**src/rtl/pmu_gc_pkg.sv**
```systemverilog
package pmu_gc_pkg;

  localparam int REG_AW = 3;
  localparam logic [REG_AW-1:0] A_FCTL  = 3'd0;
  localparam logic [REG_AW-1:0] A_GEN   = 3'd1;
  localparam logic [REG_AW-1:0] A_STAT  = 3'd2;
  localparam logic [REG_AW-1:0] A_OCLR  = 3'd3;
  localparam logic [REG_AW-1:0] A_FCNT0 = 3'd4;

  localparam int FX_BASE_BIT = 32;
  localparam int BUF_BIT     = 62;
  localparam int CC_BIT      = 63;
  localparam int FLD_W       = 4;
  localparam logic [FLD_W-1:0] FLD_IMPL = 4'b1011;

  // Implemented bits of the enable and status layout: slots low, fixed from 32.
  function automatic logic [63:0] en_mask(input int ngp, input int nfx);
    logic [63:0] m;
    m = '0;
    for (int i = 0; i < 64; i++) begin
      if (i < ngp) m[i] = 1'b1;
      if (i >= FX_BASE_BIT && i < FX_BASE_BIT + nfx) m[i] = 1'b1;
    end
    return m;
  endfunction

  function automatic logic [63:0] stat_mask(input int ngp, input int nfx);
    logic [63:0] m;
    m = en_mask(ngp, nfx);
    m[BUF_BIT] = 1'b1;
    m[CC_BIT]  = 1'b1;
    return m;
  endfunction

  // Implemented bits of the shared fixed-counter control register.
  function automatic logic [63:0] fctl_mask(input int nfx);
    logic [63:0] m;
    m = '0;
    for (int i = 0; i < 64; i++) begin
      if (i < FLD_W * nfx) m[i] = FLD_IMPL[2'(i % FLD_W)];
    end
    return m;
  endfunction

  // Privilege filter of one fixed-counter field.
  function automatic logic fx_allowed(input logic [FLD_W-1:0] fld, input logic kernel);
    return kernel ? fld[0] : fld[1];
  endfunction

  // Status update: sets win over clears, unimplemented bits forced low.
  function automatic logic [63:0] stat_next(input logic [63:0] cur, input logic [63:0] set,
                                            input logic [63:0] clr, input logic [63:0] mask);
    return ((cur & ~clr) | set) & mask;
  endfunction

endpackage

```
**src/rtl/pmu_gc_fixed_ctr.sv**
```systemverilog
module pmu_gc_fixed_ctr
  import pmu_gc_pkg::*;
#(
  parameter int W = 40
) (
  input  logic             clk,
  input  logic             rst_n,
  input  logic             run,
  input  logic             inc,
  input  logic [FLD_W-1:0] fld,
  input  logic             kernel,
  input  logic             wr_en,
  input  logic [W-1:0]     wr_data,
  output logic [W-1:0]     count,
  output logic             wrap
);

  logic [W-1:0] cnt_q;
  logic         step;

  assign step  = run & inc & fx_allowed(fld, kernel);
  assign wrap  = step & (&cnt_q) & ~wr_en;
  assign count = cnt_q;

  always_ff @(posedge clk or negedge rst_n) begin
    if (!rst_n)     cnt_q <= '0;
    else if (wr_en) cnt_q <= wr_data;
    else if (step)  cnt_q <= cnt_q + W'(1);
  end

endmodule

```
**src/rtl/pmu_gc_status.sv**
```systemverilog
module pmu_gc_status
  import pmu_gc_pkg::*;
#(
  parameter int NUM_GP = 4,
  parameter int NUM_FX = 3
) (
  input  logic        clk,
  input  logic        rst_n,
  input  logic [63:0] set_vec,
  input  logic [63:0] clr_vec,
  output logic [63:0] stat_q
);

  localparam logic [63:0] MASK = stat_mask(NUM_GP, NUM_FX);

  always_ff @(posedge clk or negedge rst_n) begin
    if (!rst_n) stat_q <= '0;
    else        stat_q <= stat_next(stat_q, set_vec, clr_vec, MASK);
  end

endmodule

```
**src/rtl/pmu_global_ctrl.sv**
```systemverilog
module pmu_global_ctrl
  import pmu_gc_pkg::*;
#(
  parameter int NUM_GP = 4,
  parameter int NUM_FX = 3,
  parameter int FX_W   = 40
) (
  input  logic              clk,
  input  logic              rst_n,
  input  logic [2:0]        reg_addr,
  input  logic              reg_we,
  input  logic [63:0]       reg_wdata,
  output logic [63:0]       reg_rdata,
  input  logic [NUM_GP-1:0] gp_ovf,
  input  logic [NUM_GP-1:0] gp_int_en,
  input  logic [NUM_FX-1:0] fx_inc,
  input  logic              priv_kernel,
  input  logic              buf_ovf_evt,
  output logic [NUM_GP-1:0] gp_run,
  output logic [NUM_FX-1:0] fx_run,
  output logic              irq
);

  localparam logic [63:0] EN_MASK = en_mask(NUM_GP, NUM_FX);
  localparam logic [63:0] FC_MASK = fctl_mask(NUM_FX);

  // Decoded write strobes
  logic              gen_we, fctl_we, oclr_we;
  logic [NUM_FX-1:0] cnt_we;

  assign gen_we  = reg_we && (reg_addr == A_GEN);
  assign fctl_we = reg_we && (reg_addr == A_FCTL);
  assign oclr_we = reg_we && (reg_addr == A_OCLR);

  // Control registers
  logic [63:0] gen_q, fctl_q, gen_wval, gen_eff;
  logic        gen_change;

  assign gen_wval   = reg_wdata & EN_MASK;
  assign gen_eff    = gen_we ? gen_wval : gen_q;
  assign gen_change = gen_we && (gen_wval != gen_q);

  always_ff @(posedge clk or negedge rst_n) begin
    if (!rst_n) begin
      gen_q  <= '0;
      fctl_q <= '0;
    end else begin
      if (gen_we)  gen_q  <= gen_wval;
      if (fctl_we) fctl_q <= reg_wdata & FC_MASK;
    end
  end

  assign gp_run = gen_eff[NUM_GP-1:0];

  // Fixed counters
  logic [FX_W-1:0]        fx_cnt [NUM_FX];
  logic [NUM_FX*FX_W-1:0] fx_cnt_flat;
  logic [NUM_FX-1:0]      fx_wrap;

  for (genvar j = 0; j < NUM_FX; j++) begin : g_fx
    assign cnt_we[j] = reg_we && (reg_addr == 3'(A_FCNT0 + j));
    assign fx_run[j] = gen_eff[FX_BASE_BIT + j];

    pmu_gc_fixed_ctr #(.W(FX_W)) u_ctr (
      .clk     (clk),
      .rst_n   (rst_n),
      .run     (fx_run[j]),
      .inc     (fx_inc[j]),
      .fld     (fctl_q[FLD_W*j +: FLD_W]),
      .kernel  (priv_kernel),
      .wr_en   (cnt_we[j]),
      .wr_data (reg_wdata[FX_W-1:0]),
      .count   (fx_cnt[j]),
      .wrap    (fx_wrap[j])
    );

    assign fx_cnt_flat[FX_W*j +: FX_W] = fx_cnt[j];
  end

  // Overflow status
  logic [63:0] set_vec, clr_vec, stat_q;

  always_comb begin
    set_vec = '0;
    set_vec[NUM_GP-1:0] = gp_ovf;
    for (int j = 0; j < NUM_FX; j++) set_vec[FX_BASE_BIT + j] = fx_wrap[j];
    set_vec[BUF_BIT] = buf_ovf_evt;
    set_vec[CC_BIT]  = gen_change;
  end

  assign clr_vec = oclr_we ? reg_wdata : 64'd0;

  pmu_gc_status #(.NUM_GP(NUM_GP), .NUM_FX(NUM_FX)) u_stat (
    .clk     (clk),
    .rst_n   (rst_n),
    .set_vec (set_vec),
    .clr_vec (clr_vec),
    .stat_q  (stat_q)
  );

  // Interrupt
  logic [NUM_GP-1:0] gp_hit;
  logic [NUM_FX-1:0] fx_hit;

  assign gp_hit = stat_q[NUM_GP-1:0] & gp_int_en;
  for (genvar j = 0; j < NUM_FX; j++) begin : g_hit
    assign fx_hit[j] = stat_q[FX_BASE_BIT + j] & fctl_q[FLD_W*j + 3];
  end
  assign irq = (|gp_hit) | (|fx_hit);

  // Read port
  always_comb begin
    reg_rdata = '0;
    case (reg_addr)
      A_FCTL:  reg_rdata = fctl_q;
      A_GEN:   reg_rdata = gen_q;
      A_STAT:  reg_rdata = stat_q;
      default: begin
        for (int j = 0; j < NUM_FX; j++) begin
          if (reg_addr == 3'(A_FCNT0 + j)) reg_rdata[FX_W-1:0] = fx_cnt[j];
        end
      end
    endcase
  end

endmodule

```
**config.mk**
```make
export PLATFORM = sky130hd
export DESIGN_NAME = pmu_global_ctrl
export DESIGN_NICKNAME = d
export VERILOG_FILES = /design/src/rtl/pmu_gc_pkg.sv /design/src/rtl/pmu_gc_fixed_ctr.sv /design/src/rtl/pmu_gc_status.sv /design/src/rtl/pmu_global_ctrl.sv
export SDC_FILE = /design/constraint.sdc
export NUM_CORES = 1
export LEC_CHECK = 0
export BUFFER_PORTS_ARGS = -buffer_cell sky130_fd_sc_hd__buf_2
export CORE_UTILIZATION = 25
export CTS_CLUSTER_SIZE = 30
export DETAILED_ROUTE_END_ITERATION = 8
export HOLD_SLACK_MARGIN = 0.08
export PLACE_DENSITY = 0.41
export SLEW_MARGIN = 20
export SYNTH_ARGS = -nofsm -noshare
export SYNTH_HDL_FRONTEND = slang
export SYNTH_SLANG_ARGS = --single-unit
```
**constraint.sdc**
```tcl
create_clock -name clk -period 5.3 [get_ports clk]
set_clock_uncertainty 0.05 [all_clocks]
set_input_delay 0.53 -clock clk [delete_from_list [all_inputs] [get_ports clk]]
set_output_delay 0.53 -clock clk [all_outputs]
set_load 0.02 [all_outputs]
```
# Word-level counts from Yosys, hierarchy flattened
# Index checks and enable logic that the tools add are counted.
[totals]
memories = 0
latchBits = 0
ramBits = 0
romBits = 0
in_bits = 83
out_inout_bits = 72
register_bits = 142
elab_cells = 66
[op_classes]
n_eq_ne = 7
bitwise = 19
magnitude_cmp = 0
div_mod_pow = 0
n_mul = 0
shifts = 0
n_reduce_logical = 15
addsub = 3
muxes = 16
[op_table]
columns = ["operator", "count"]
rows = [
  ["$mux W40", 9],
  ["$add A40 B1 Y40 const B", 3],
  ["$pmux W40 S3", 1],
  ["$reduce_and A40 Y1", 3],
  ["$and A64 B64 Y64", 1],
  ["$mux W64", 1],
  ["$not A64 Y64", 1],
  ["$or A64 B64 Y64", 1],
  ["$mux W35", 1],
  ["$mux W24", 1],
  ["$and A1 B1 Y1", 12],
  ["$eq A3 B3 Y1 const B", 3],
  ["$logic_and A1 B1 Y1", 7],
  ["$ne A7 B7 Y1", 1],
  ["$eq A3 B2 Y1 const B", 2],
  ["$reduce_bool A2 Y1", 3],
  ["$and A4 B4 Y4", 1],
  ["$reduce_or A4 Y1", 1],
  ["$eq A3 B1 Y1 const B", 1],
  ["$logic_not A3 Y1", 1],
  ["$mux W1", 3],
  ["$not A1 Y1", 3],
]

# Longest topological paths before layout
# Gate-level depths: netlist (run 1).
[depth]
ltp_word = 8
mapped_depth = 9
ltp_nobuf = 6

# Modules after synthesis
# From an unflattened synthesis (run 1), not the netlist that was laid out.
[hier_totals]
cells_unflattened = 1315
area_unflattened_um2 = 11153.2
[modules_own_cells]
columns = ["mod", "seq_area_each_um2", "cells_each", "area_each_um2", "instances"]
rows = [
  ["pmu_gc_fixed_ctr", 1001.0, 306, 2626.3, 3],
  ["pmu_global_ctrl", 325.3, 314, 2531.2, 1],
  ["pmu_gc_status", 225.2, 83, 743.2, 1],
]

# Worst setup path before layout (run 1)
# Ideal clock, no wire load.
[synth_timing]
kind = "in2out"
start = "in reg_addr[2]"
end = "out fx_run[2]"
t_arrival_ns = 2.225
required_time_ns = 4.720
slack_ns = 2.495
cell_stages = 8
path_buffers = 5
cell_sequence = "buf_2 -> and4bb_1 -> buf_4 -> mux2i_1 -> clkbuf_1 -> buf_1 -> inv_1 -> buf_4"
[synth_between]
elab_chain_len = 3
[synth_lines]
columns = ["item", "line_no", "source"]
rows = [
  ["from (decl)", "pmu_global_ctrl.sv:10", "input logic [2:0] reg_addr,"],
  ["$eq A3 B1 Y1", "pmu_global_ctrl.sv:31", "assign gen_we = reg_we && (reg_addr == A_GEN);"],
  ["$logic_and A1 B1 Y1", "pmu_global_ctrl.sv:31", ""],
  ["$mux W35", "pmu_global_ctrl.sv:40", "assign gen_eff = gen_we ? gen_wval : gen_q;"],
  ["to (decl)", "pmu_global_ctrl.sv:20", "output logic [NUM_FX-1:0] fx_run,"],
]
# No other way between the ends.

# Final worst setup path (run 1)
[layout_timing]
start = "in reg_addr[2]"
end = "out fx_run[0]"
# The elaborated chain is that of the path after synthesis.

==> results of run 1 <==
path summary, 6_finish.rpt:
path | start | endpoint | slack, ns | depth (start not counted)
max | reg_addr[2] | fx_run[0] | 1.38 | 5
min | rst_n | g_fx[1].u_ctr.count[36] | 0.09 | 1
max reg2reg | g_fx[1].u_ctr.count[2] | g_fx[1].u_ctr.count[36] | 2.27 | 5
min reg2reg | u_stat.stat_q[62] | u_stat.stat_q[62] | 0.43 | 1
max in group asynchronous | rst_n | g_fx[2].u_ctr.count[29] | 4.06 | 2
min in group clk | gp_ovf[2] | u_stat.stat_q[2] | 0.22 | 2
metal layers:
metal	vias to the layer above	share of wire (%)
met1	4420	46
li1	4388	-
met3	43	4.4
met5	-	0
met4	0	2.7
met2	254	46
synth_stat cells, types with 3 or more instances:
master and n:
ha_1 3, nor2_1 119, buf_4 26, and2_1 12, nand2_1 149, a21oi_1 41, and4_1 20, o21ai_0 113
xor2_1 6, o221ai_1 4, nor4b_1 9, a21o_1 7, nand4_1 35, xnor2_1 77, nor3b_1 3, inv_1 18
dfrtp_1 142, mux2i_1 41, and3_1 19, or3_1 20, a221oi_1 5, buf_1 10, nor4_1 53, or4_1 16
o22ai_1 5, o31ai_1 6, a22oi_1 7, clkbuf_1 64, nand3_1 44, nor3_1 23, nand3b_1 3, mux2_2 18
a31oi_1 33, nand4b_1 9
registers in the layout, indices dropped and copies added, names as in the netlist:
| name | count |
|---|---|
| fctl_q | 6 |
| g_fx.u_ctr.count | 120 |
| gen_q | 7 |
| u_stat.stat_q | 9 |
kinds of logic after synthesis:
kind of cell	Yosys count
AOI/OAI and AO/OA	230
xor gates and xnor gates	83
adders and majority gates	3
buffers and inverters	122
DFF	142
muxes	60
other	1
and+or+nand+nor	545
critical path: stages:
cell	delay [ns]
buf_2	0.25
and4bb_1	0.70
mux2i_2	0.91
clkinv_1	0.62
buf_2	0.32
per-stage QoR:
stage	instance area [um^2]	hold slack, ns	std cells	util [%]
final	11240	0.09494	1777	29.76
after global routing	11240	0.1324	1777	29.76
after CTS	11220	0.1132	1776	29.73
after detailed placement	10600	0.4155	1744	28.07
after global placement	10600	0.4143	1744	28.07
after floorplan	9711	0.1844	1207	-
placed cells by master, fill, tap and decap left out, types with 5 or more instances in the layout:
| cell type | n |
|---|---|
| a21oi_1 | 41 |
| o21ai_0 | 113 |
| nor4_1 | 53 |
| nor2_1 | 119 |
| buf_2 | 109 |
| o22ai_1 | 5 |
| nand2_1 | 149 |
| mux2_2 | 18 |
| xor2_1 | 6 |
| inv_1 | 17 |
| clkbuf_16 | 17 |
| o31ai_1 | 6 |
| a221oi_1 | 5 |
| nand3_1 | 44 |
| nand4b_1 | 9 |
| and4_1 | 20 |
| or4_1 | 16 |
| or3_1 | 20 |
| nand4_1 | 35 |
| conb_1 | 22 |
| dfrtp_1 | 142 |
| buf_4 | 19 |
| a31oi_1 | 33 |
| and2_1 | 12 |
| and3_1 | 18 |
| a22oi_1 | 7 |
| nor4b_1 | 9 |
| xnor2_1 | 77 |
| mux2i_1 | 39 |
| a21o_1 | 7 |
| nor3_1 | 22 |
layout make-up:
type	count	area [um^2]	share of cell area (%)
sequential	142	3553	31.63
tap	511	639.4	5.690
timing repair buffer	129	699.4	6.225
inverter	20	75.07	0.6682
clock buffer	21	460.4	4.098
multi-input combinational	943	5644	50.23
clock inverter	11	163.9	1.459
power groups by stage:
| stage | Clock [mW] | Sequential (mW) | Combinational (mW) |
|---|---|---|---|
| global placement | 0 | 1.67 | 0.958 |
| finish | 1.32 | 1.66 | 0.963 |
| floorplan | 0 | 1.54 | 0.699 |
| global route | 1.40 | 1.70 | 1.08 |
| detailed placement | 0 | 1.68 | 0.967 |
| CTS | 1.36 | 1.66 | 0.973 |
==> results.toml, run 1 <==
[sta]
slew-limit-headroom_pct = 24.42
hold_violations = 0
max_freq_ghz = 0.2549
rsz0062_at_grt = "false"
tns_ns = 0
setup_slack_ns = 1.377
tightest_slew_ns = 1.134
fin_crit_sh_pct = 74.01
report.final.slew_viol_count = 0
setup-violations-final = 0
fin_crit_ns = 3.923

[yosys]
syn_area_per_cell_um2 = 8.121
ys.flop_type = "dfrtp_1"
synth_area_leader_cell = "dfrtp_1"
synthMuxAreaShare_pct = 6.508
mappedNetlistArea_um2 = 9632
yosys.area_share.xor_xnor_pct = 7.547
async_reset_ff_share_pct = 100.0
seq_area_frac_synth_pct = 36.89
synth-compound-area-share_pct = 13.68
synthAdderAreaFrac_pct = 0.3897
synth_top_area_share_pct = 36.89
synthSimpleGateAreaFrac_pct = 29.15
synthDistinctLibCells = 53
yosysWarningCount = 0
synth-seq-cells = 142
syn_inst = 1186
synth_edf_count = 0
synth.area.top_cells = "dfrtp_1, xnor2_1, o21ai_0, nand2_1, nor2_1"
synth_top_family_by_area = "simple AND/OR/NAND/NOR gates"

[global_routing]
use_met3_pct = 2.793
track_usage_pct = 19.03
antenna_found_initial = 0
grt_max_degree = 70
met2_usage_pct = 30.57
grt_pass1_vias = 8902
grt_pass1_wl_mm = 55.51
busiest_layer = "met2"
overflow = 0
met1_usage_pct = 25.76

[job]
maxCapViolations = 0

[clock_network]
clk_pin_slew_worst_paths_ns = 0.06
cts_setup_buffers = 0
ctsHoldBuffers = 0
h-tree-depth = 4
clk_path_buf_depth = 2
tritoncts = "built"
ctsRootBufferMaster = "clkbuf_16"
numClockSinks = 142
numCtsBuffers = 17
clock_latency_ns = 0.44
cts_repair_resize_count = 0

[outcome]
status = "finished, final reports clean"

[setup_path]
cp-end-kind = "primary output"
worst-setup-path-type = "in2out"
cp_max_fo = 19
critPathArrivalTime_ns = 3.34
cp-start-kind = "primary input"
cp.required_ns = 4.72

[die]
ios = 155
start_util_pct = 25.51
die_area_um2 = 39320
fp.dieW_um = 198.3
num_rows = 71
die_h_um = 198.3
core_area_um2 = 37760

[power]
ir_drop_mv = 0.2249
power_mw = 3.944
switching_share_pct = 36.41
power.share.sequential_pct = 42.1
p_leak_nw = 4.250
p_int_mw = 2.508
combPwrFrac_pct = 24.4
switchingPower_mw = 1.436
power_density_nw_per_um2 = 351.0
clkPwrFrac_pct = 33.5

[route]
wl_mm = 36.17
vias = 9105
ant_nets = 0
wl_per_cell_um = 20.35
drc = 0
first_iter_violations = 640
vias_per_cell = 5.124
drtPass1Iterations = 5

[layout]
drive_above_1_share_pct = 15.01
nNetsFinal = 1339
syn_to_final_growth_pct = 16.65
fill_cells = 4094
antenna_cells = 0

[placement]
gp_congestion = 0.8036
dpl.hpwl_mm = 25.96
pre_cts_slack_ns = 1.413
port_buffers = 110

[min_path]
holdCritPathClass = "in2async"
Note: power is estimated with default switching activity, not from simulation.
==> run 2: changes to the inputs <==
Settings changed: PLACE_DENSITY 0.41 to 0.42.
Clock period 5.3 ns to 3.2 ns, I/O delays scaled along.
==> run 2 against run 1 <==
Effect of this change:
- sequential cell count is the same
- die area is the same
- register-to-register slack lost 1.7 ns
- critical path depth grew 2
- sequential share of layout area shrank 0.83 points
- wire length shrank 1.0%
- largest power group unchanged
==> results.toml, run 2 (same netlist as run 1, synthesis figures left out) <==
[power]
ir_drop_mv = 0.3554
power_density_nw_per_um2 = 582.9
switching_share_pct = 35.31
power.share.sequential_pct = 40.5
combPwrFrac_pct = 24.5
clkPwrFrac_pct = 35.0
p_int_mw = 4.350
p_leak_nw = 4.417
switchingPower_mw = 2.375

[sta]
setup-violations-final = 0
hold_violations = 0
tns_ns = 0
slew-limit-headroom_pct = 52.40
fin_crit_ns = 2.698
max_freq_ghz = 0.3706
tightest_slew_ns = 0.7140
fin_crit_sh_pct = 84.32
rsz0062_at_grt = "false"
report.final.slew_viol_count = 0

[global_routing]
track_usage_pct = 18.67
antenna_found_initial = 0
overflow = 0
met1_usage_pct = 24.79
grt_pass1_vias = 9026
grt_max_degree = 66
grt_pass1_wl_mm = 54.71
use_met3_pct = 3.321
met2_usage_pct = 30.81
busiest_layer = "met2"

[die]
core_area_um2 = 37760
fp.dieW_um = 198.3
num_rows = 71
die_h_um = 198.3
die_area_um2 = 39320
ios = 155
start_util_pct = 25.51

[setup_path]
cp-end-kind = "primary output"
cp_max_fo = 52
cp-start-kind = "primary input"
worst-setup-path-type = "in2out"
critPathArrivalTime_ns = 2.33
reg2reg_slack_ns = 0.53
cp.required_ns = 2.83

[min_path]
holdCritPathClass = "in2reg"

[route]
first_iter_violations = 576
wl_per_cell_um = 19.84
drtPass1Iterations = 5
drc = 0
vias = 9175
wl_mm = 35.79
ant_nets = 0
vias_per_cell = 5.086

[layout]
drive_above_1_share_pct = 16.16
final_cell_mix = "nand2_1, dfrtp_1, nor2_1, o21ai_0, buf_2"
final_common_cell = "nand2_1"
largest_register_ffs = 120
antenna_cells = 0
stdcell_area_um2 = 11540
syn_to_final_growth_pct = 19.78
nNetsFinal = 1367
fin_util_pct = 30.56
final_cells = 1804

[placement]
post-place-cells = 1767
gp_congestion = 0.8114
placed_cell_area_um2 = 10810
dpl.hpwl_mm = 26.61
port_buffers = 110

[clock_network]
h-tree-depth = 4
clk_path_buf_depth = 2
cts_setup_buffers = 0
tritoncts = "built"
numClockSinks = 142
clk_pin_slew_worst_paths_ns = 0.07
ctsRootBufferMaster = "clkbuf_16"
clock_latency_ns = 0.44
numCtsBuffers = 17

[outcome]
status = "finished, final reports clean"

[job]
maxCapViolations = 0
run 2: changes by cell type in the layout (fill, tap and decap cells not counted), moves of 2 or more:
cell	change
buf_4	+19
clkinv_2	-2
buf_12	+3
clkinvlp_4	-2
bufinv_16	+2
dlygate4sd3_1	+6
inv_6	+2
run 2: worst max-delay path, cell delays in order:
cell and delay [ns]:
buf_2 0.12, buf_12 0.32, clkinv_1 0.55, nand2_1 0.39, o221ai_1 0.15, a22oi_1 0.24
buf_2 0.21
run 2: metrics by stage:
| stage | worst slack [ns] | total power, mW | hold slack [ns] |
|---|---|---|---|
| finish | 0.5017 | 6.725 | 0.09390 |
| global route | 0.3362 | 7.107 | 0.08517 |
| CTS | 0.4861 | 6.801 | 0.08013 |
| detailed placement | 0.3949 | 4.412 | 0.3406 |
| global placement | 0.4288 | 4.391 | 0.3489 |
| floorplan | 0.8148 | 3.708 | -0.02559 |
run 2: routing by layer:
layer  wire (um)  share of wire (%)
met4         715                2.0
met2       16890                 47
met5           0                  0
met3        1638                4.6
met1       16550                 46
run 2: path summary, 6_finish.rpt:
kind	from	end	depth (start not counted)
min reg2reg	u_stat.stat_q[62]	u_stat.stat_q[62]	1
max in group asynchronous	rst_n	g_fx[1].u_ctr.count[6]	3
min in group asynchronous	rst_n	g_fx[1].u_ctr.count[35]	2
max	reg_addr[1]	reg_rdata[1]	7
min	reg_wdata[17]	g_fx[1].u_ctr.count[17]	3
max reg2reg	g_fx[1].u_ctr.count[2]	g_fx[1].u_ctr.count[36]	5
run 2: final cells by class:
type	count	area, um^2
fill	4085	26220
sequential	142	3553
timing repair buffer	157	962.2
tap	511	639.4
clock buffer	21	460.4
multi-input combinational	943	5639
inverter	20	75.07
clock inverter	10	207.7
run 2: what timing repair did:
action	in CTS	in global routing
resized for setup	0	0
hold buffers	6	0
endpoints found under the hold margin	67	0
setup endpoints to repair	0	0
run 2: power groups by stage:
stage	clock, mW	sequential [mW]	combinational (mW)
after floorplan	0	2.55	1.16
after global placement	0	2.75	1.65
after detailed placement	0	2.75	1.66
after CTS	2.41	2.72	1.67
after global routing	2.46	2.80	1.84
final	2.35	2.72	1.65
